**config.mk**
```make
export PLATFORM = sky130hd
export DESIGN_NAME = stack_alu
export DESIGN_NICKNAME = d
export VERILOG_FILES = /design/src/rtl/stack_alu_pkg.sv /design/src/rtl/stack_alu_sram.sv /design/src/rtl/stack_alu_dpath.sv /design/src/rtl/stack_alu_ctrl.sv /design/src/rtl/stack_alu.sv
export SDC_FILE = /design/constraint.sdc
export NUM_CORES = 1
export LEC_CHECK = 0
export CAP_MARGIN = 20
export CORE_ASPECT_RATIO = 0.7
export CORE_UTILIZATION = 40
export DETAILED_ROUTE_END_ITERATION = 12
export DONT_BUFFER_PORTS = 1
export PLACE_DENSITY = 0.6
export SYNTH_ARGS = -nofsm -noshare
export SYNTH_HDL_FRONTEND = slang
export SYNTH_SLANG_ARGS = --single-unit
export TNS_END_PERCENT = 20
```
**constraint.sdc**
```tcl
create_clock -name clk -period 4.15 [get_ports clk]
set_clock_uncertainty 0.05 [all_clocks]
set_input_delay 0.2075 -clock clk [delete_from_list [all_inputs] [get_ports clk]]
set_output_delay 0.2075 -clock clk [all_outputs]
set_load 0.03 [all_outputs]
```
**src/rtl/stack_alu_pkg.sv**
```systemverilog
package stack_alu_pkg;
  typedef logic [2:0] opcode_t;
  localparam opcode_t OPC_IDLE = 3'b000;
  localparam opcode_t OPC_PUSH = 3'b001;
  localparam opcode_t OPC_POP  = 3'b010;
  localparam opcode_t OPC_ADD  = 3'b100;
  localparam opcode_t OPC_MUL  = 3'b101;

  // strobes from sequencer to datapath / memory
  typedef struct packed {
    logic latchOperand;
    logic latchFirst;
    logic loadResult;
    logic finish;
    logic memEn;
    logic memWe;
    logic wrAlu;
    logic mulSel;
  } ctrlStrb_t;
endpackage

```
**src/rtl/stack_alu_sram.sv**
```systemverilog
module stack_alu_sram #(
  parameter int ADDR_W = 4,
  parameter int DATA_W = 8
) (
  input  logic              clk,
  input  logic              rstN,
  input  logic              en,
  input  logic              we,
  input  logic [ADDR_W-1:0] addr,
  input  logic [DATA_W-1:0] wdata,
  output logic [DATA_W-1:0] rdata
);
  localparam int DEPTH = 1 << ADDR_W;

  logic [DATA_W-1:0] cells [DEPTH];

  always_ff @(posedge clk) begin
    if (en && we) cells[addr] <= wdata;
  end

  // output always driven, registered read
  always_ff @(posedge clk or negedge rstN) begin
    if (!rstN)            rdata <= '0;
    else if (en && !we)   rdata <= cells[addr];
  end
endmodule

```
**src/rtl/stack_alu_dpath.sv**
```systemverilog
module stack_alu_dpath
  import stack_alu_pkg::*;
#(
  parameter int DATA_W = 8
) (
  input  logic              clk,
  input  logic              rstN,
  input  logic [DATA_W-1:0] operandIn,
  input  opcode_t           opcodeIn,
  input  ctrlStrb_t         strb,
  input  logic [DATA_W-1:0] memRdata,
  output opcode_t           opSample,
  output logic [DATA_W-1:0] memWdata,
  output logic [DATA_W-1:0] result,
  output logic              done
);
  logic [DATA_W-1:0] operandReg;
  logic [DATA_W-1:0] holdOperand;
  logic [DATA_W-1:0] firstVal;
  logic [DATA_W-1:0] aluOut;

  // port-facing registers: no logic before or after
  always_ff @(posedge clk or negedge rstN) begin
    if (!rstN) begin
      opSample   <= OPC_IDLE;
      operandReg <= '0;
    end else begin
      opSample   <= opcodeIn;
      operandReg <= operandIn;
    end
  end

  always_ff @(posedge clk or negedge rstN) begin
    if (!rstN) begin
      holdOperand <= '0;
      firstVal    <= '0;
      result      <= '0;
      done        <= 1'b0;
    end else begin
      if (strb.latchOperand) holdOperand <= operandReg;
      if (strb.latchFirst)   firstVal    <= memRdata;
      if (strb.loadResult)   result      <= memRdata;
      done <= strb.finish;
    end
  end

  // results truncate to DATA_W by context width
  always_comb begin
    if (strb.mulSel) aluOut = memRdata * firstVal;
    else             aluOut = memRdata + firstVal;
    memWdata = strb.wrAlu ? aluOut : holdOperand;
  end
endmodule

```
**src/rtl/stack_alu_ctrl.sv**
```systemverilog
module stack_alu_ctrl
  import stack_alu_pkg::*;
#(
  parameter int ADDR_W = 4
) (
  input  logic              clk,
  input  logic              rstN,
  input  opcode_t           opSample,
  output ctrlStrb_t         strb,
  output logic [ADDR_W-1:0] memAddr,
  output logic [ADDR_W:0]   stackLevel,
  output logic              busy
);
  localparam int SP_W  = ADDR_W + 1;
  localparam int DEPTH = 1 << ADDR_W;

  typedef enum logic [2:0] {
    ST_IDLE, ST_PUSH, ST_REJECT, ST_RDTOP, ST_RDNEXT, ST_POPOUT, ST_COMBINE
  } state_e;

  state_e          state, stateNxt;
  logic [SP_W-1:0] sp;
  logic            spUp, spDown;
  logic            isArith, isMul, setArith, setMul, setKind;

  always_comb begin
    stateNxt = state;
    strb     = '0;
    spUp     = 1'b0;
    spDown   = 1'b0;
    setKind  = 1'b0;
    setArith = 1'b0;
    setMul   = 1'b0;
    strb.mulSel = isMul;
    unique case (state)
      ST_IDLE: begin
        unique case (opSample)
          OPC_PUSH: begin
            strb.latchOperand = 1'b1;
            stateNxt = (sp == SP_W'(DEPTH)) ? ST_REJECT : ST_PUSH;
          end
          OPC_POP: begin
            if (sp == '0) stateNxt = ST_REJECT;
            else begin
              spDown = 1'b1;
              setKind = 1'b1;
              stateNxt = ST_RDTOP;
            end
          end
          OPC_ADD, OPC_MUL: begin
            if (sp < SP_W'(2)) stateNxt = ST_REJECT;
            else begin
              spDown = 1'b1;
              setKind = 1'b1;
              setArith = 1'b1;
              setMul = (opSample == OPC_MUL);
              stateNxt = ST_RDTOP;
            end
          end
          default: stateNxt = ST_IDLE;
        endcase
      end
      ST_PUSH: begin
        strb.memEn  = 1'b1;
        strb.memWe  = 1'b1;
        strb.finish = 1'b1;
        spUp = 1'b1;
        stateNxt = ST_IDLE;
      end
      ST_REJECT: begin
        strb.finish = 1'b1;
        stateNxt = ST_IDLE;
      end
      ST_RDTOP: begin
        strb.memEn = 1'b1;
        if (isArith) begin
          spDown = 1'b1;
          stateNxt = ST_RDNEXT;
        end else begin
          stateNxt = ST_POPOUT;
        end
      end
      ST_RDNEXT: begin
        strb.memEn      = 1'b1;
        strb.latchFirst = 1'b1;
        stateNxt = ST_COMBINE;
      end
      ST_POPOUT: begin
        strb.loadResult = 1'b1;
        strb.finish     = 1'b1;
        stateNxt = ST_IDLE;
      end
      ST_COMBINE: begin
        strb.memEn  = 1'b1;
        strb.memWe  = 1'b1;
        strb.wrAlu  = 1'b1;
        strb.finish = 1'b1;
        spUp = 1'b1;
        stateNxt = ST_IDLE;
      end
      default: stateNxt = ST_IDLE;
    endcase
  end

  always_ff @(posedge clk or negedge rstN) begin
    if (!rstN) begin
      state   <= ST_IDLE;
      sp      <= '0;
      isArith <= 1'b0;
      isMul   <= 1'b0;
    end else begin
      state <= stateNxt;
      if (spUp)        sp <= sp + SP_W'(1);
      else if (spDown) sp <= sp - SP_W'(1);
      if (setKind) begin
        isArith <= setArith;
        isMul   <= setMul;
      end
    end
  end

  assign memAddr    = sp[ADDR_W-1:0];
  assign stackLevel = sp;
  assign busy       = (state != ST_IDLE);
endmodule

```
**src/rtl/stack_alu.sv**
```systemverilog
module stack_alu
  import stack_alu_pkg::*;
#(
  parameter int ADDR_W = 4,
  parameter int DATA_W = 8
) (
  input  logic              clk,
  input  logic              rstN,
  input  logic [DATA_W-1:0] operand,
  input  logic [2:0]        opcode,
  output logic [DATA_W-1:0] result,
  output logic              done
);
  ctrlStrb_t         strb;
  opcode_t           opSample;
  logic [ADDR_W-1:0] memAddr;
  logic [ADDR_W:0]   stackLevel;
  logic              busy;
  logic [DATA_W-1:0] memWdata, memRdata;

  stack_alu_dpath #(.DATA_W(DATA_W)) dpath_i (
    .clk(clk), .rstN(rstN), .operandIn(operand), .opcodeIn(opcode),
    .strb(strb), .memRdata(memRdata), .opSample(opSample),
    .memWdata(memWdata), .result(result), .done(done)
  );

  stack_alu_ctrl #(.ADDR_W(ADDR_W)) ctrl_i (
    .clk(clk), .rstN(rstN), .opSample(opSample), .strb(strb),
    .memAddr(memAddr), .stackLevel(stackLevel), .busy(busy)
  );

  stack_alu_sram #(.ADDR_W(ADDR_W), .DATA_W(DATA_W)) mem_i (
    .clk(clk), .rstN(rstN), .en(strb.memEn), .we(strb.memWe),
    .addr(memAddr), .wdata(memWdata), .rdata(memRdata)
  );
endmodule

```
==> run metrics <==
vias in the first global route 4667; Initial Util 0.4160; Synth cell types 41; Worst-Margin Slew 1.039 ns; RD Place Congestion 0.8977; Layout fillers 1734; H-tree depth 4; initial antenna violation count 0; core footprint 20230 sq um; DP Worst Slack -0.03421 ns; Peak supply drop 551.8 uV; TritonCTS clock tree built; final std cells w/o fill 858; Critical Path End Type flip-flop; crit path launch type flip-flop; Slew headroom 0.3056; Die ar. 21630 sq um; syn nets 580; WL met3 1155 um; DP Wirelength 12630 um; post-synth design cell area 8416 sq um; outcome complete, no violations; largest net degree at the start of global routing 55; most frequent cells in the layout 128 x edfxtp_1, 50 x dfrtp_1, 38 x nand2_1, 33 x buf_4, 30 x mux4_2; top layer reached by signal wires met4; #FFs+latches synth 182; fin crit share 0.9773; post-synthesis sequential area ratio 0.6173; multi-input logic area 3050 sq um; Clock Latency Late Sink 0.43 ns; first-pass GRT wire length 27720 um; met1 wire length 9033 um; commonest non-fill, non-tap cell in the layout edfxtp_1; Detail Route Antenna Nets 0; 1st-pass router iterations 5; Std-Cell Rows 43; Avg Inst Size Synth 15.97 sq um; Period minus WS final 4.056 ns; final core utilization 0.4812; Sequential Area 5200 sq um; IO Pins 22; Final Hold Viols 0; post-synth top area share 0.4567; FMAX 0.2466 GHz; TNS Setup 0 ns; prevailing post-synth register cell edfxtp_1; Worst-path clk slew 0.07 ns; Post-route DRC 0; Placed Cells 803; critical path fanouts, max 8; Syn-to-layout area delta 15.67%; Leakage 3.681 nW; # diodes 0; IO buf count 0; total wire length 17990 um; Die Ht 123.4 um; fin nets 628; Pwr Density 877.0 nW/um^2; Longest Clk Path Bufs 2; fin. max-slew vios 0; Yosys warnings 0; Worst Setup Slack, final 0.09413 ns; Post-synth ARST share 0.2967; total global-route track usage 0.1797; met2 routed WL 7617 um; crit path DAT 4.18 ns; total CTS buffers 17; fraction of layout cells with a size suffix above 1 0.2585; worst endpoint required time 4.27 ns; starting DRC count in detailed routing 408; Setup CP Type reg2reg; top cell type by total area after synthesis edfxtp_1; grt total ovfl 0; post-synthesis cell count 527; Avg WL per Cell 20.97 um; Hold Crit Class in2async; Area contributors post-synth edfxtp_1 46%, dfrtp_1 16%, mux4_2 8.0%; via count 4595; clock sink count 182; RSZ-0062 raised after global routing true; maxcap violations 0; Post-synth EDFFs 128; die width 175.4 um; vias per cell 5.355; clock root cell clkbuf_16; Setup violations, final 0
where the power goes:
| group | leakage, nW | switching (mW) | internal (mW) |
|---|---|---|---|
| Clock | 0.260 | 0.691 | 0.834 |
| Sequential | 1.81 | 0.470 | 2.48 |
| Combinational | 1.61 | 2.07 | 1.99 |
| Total | 3.68 | 3.24 | 5.30 |
area by class of cell:
| type | instances | area share |
|---|---|---|
| clock buffer | 19 | 0.04447 |
| multi-input combinational | 289 | 0.3134 |
| sequential | 182 | 0.5342 |
| inverter | 35 | 0.01350 |
| clock inverter | 13 | 0.01272 |
| tap | 270 | 0.03470 |
| timing repair buffer | 50 | 0.04704 |
critical path, stage by stage (launching register included):
cell	delay, ns
dfrtp_2	0.45
nand2_2	0.10
fa_2	0.40
fa_1	0.51
inv_1	0.05
fa_1	0.50
inv_2	0.04
fa_2	0.52
inv_2	0.05
ha_4	0.22
a21oi_4	0.15
xnor3_1	0.32
nand2_1	0.09
o211ai_1	0.14
buf_4	0.20
state kept, by name, summed over array words and instances (netlist names):
name	count
dpath_i.firstVal	8
ctrl_i.state	3
ctrl_i.isArith	1
ctrl_i.isMul	1
dpath_i.holdOperand	8
dpath_i.opSample	3
dpath_i.done	1
dpath_i.operandReg	8
ctrl_i.stackLevel	5
mem_i.rdata	8
mem_i.cells	128
dpath_i.result	8
what timing repair did:
action	in CTS	in global routing
endpoints found under the setup margin	16	48
pin swaps	0	11
gates cloned	0	1
buffers inserted	0	9
gates resized for setup	1	16
hold endpoints to repair	65	0
hold buffers	13	0
path summary, 6_finish.rpt:
check | slack (ns) | from | depth (start not counted) | to
max | 0.09 | mem_i.rdata[2]$_DFFE_PN0P_ | 14 | mem_i.cells[8][7]$_DFFE_PP_
min | 0.22 | rstN | 2 | dpath_i.result[6]$_DFFE_PN0N_
max reg2reg | 0.09 | mem_i.rdata[2]$_DFFE_PN0P_ | 14 | mem_i.cells[8][7]$_DFFE_PP_
min reg2reg | 0.43 | dpath_i.operandReg[3]$_DFF_PN0_ | 1 | dpath_i.holdOperand[3]$_DFFE_PN0P_
max in group asynchronous | 3.53 | rstN | 2 | ctrl_i.stackLevel[0]$_DFFE_PN0P_
min in group clk | 0.28 | operand[3] | 1 | dpath_i.operandReg[3]$_DFF_PN0_
cells in the mapped netlist (all sizes together) (2+ instances only):
cell and count:
buf 8, inv 35, dfrtp 54, nand3b 4, o221ai 2, mux2 31
o211ai 2, nor3 9, nor3b 4, nand3 3, xnor3 3, nand2 40
o21ai 14, nand2b 3, a21o 6, xor2 4, edfxtp 128, fa 14
ha 26, nor2b 4, mux4 40, clkbuf 13, nor2 23, a211oi 3
and2 16, a21oi 13, mux2i 4, xnor2 15
kinds of logic (layout without fill, tap and decap cells):
kind of cell,count (synthesis),in the layout,share of synthesized area
xor+xnor,22,22,0.02780
flops,182,182,0.6173
mux,75,75,0.1595
buf+inv,56,117,0.03048
fa+ha+maj,40,40,0.07196
simple gates,108,108,0.06096
compound gates,44,44,0.03196
through the flow:
stage | power, mW | hold slack, ns | cell area (sq um)
floorplan | 5.675 | -0.1381 | 8467
global placement | 6.699 | -0.1359 | 8914
detailed placement | 6.822 | -0.1355 | 8914
CTS | 8.386 | 0.2324 | 9619
global route | 9.103 | 0.2622 | 9734
finish | 8.537 | 0.2225 | 9734
per-layer routing:
layer	up-vias	global-route usage
met4	0	0.05598
met1	2387	0.2770
li1	2065	-
met5	-	0
met3	16	0.03967
met2	127	0.2510
No activity file was read; power rests on OpenSTA's default activity.
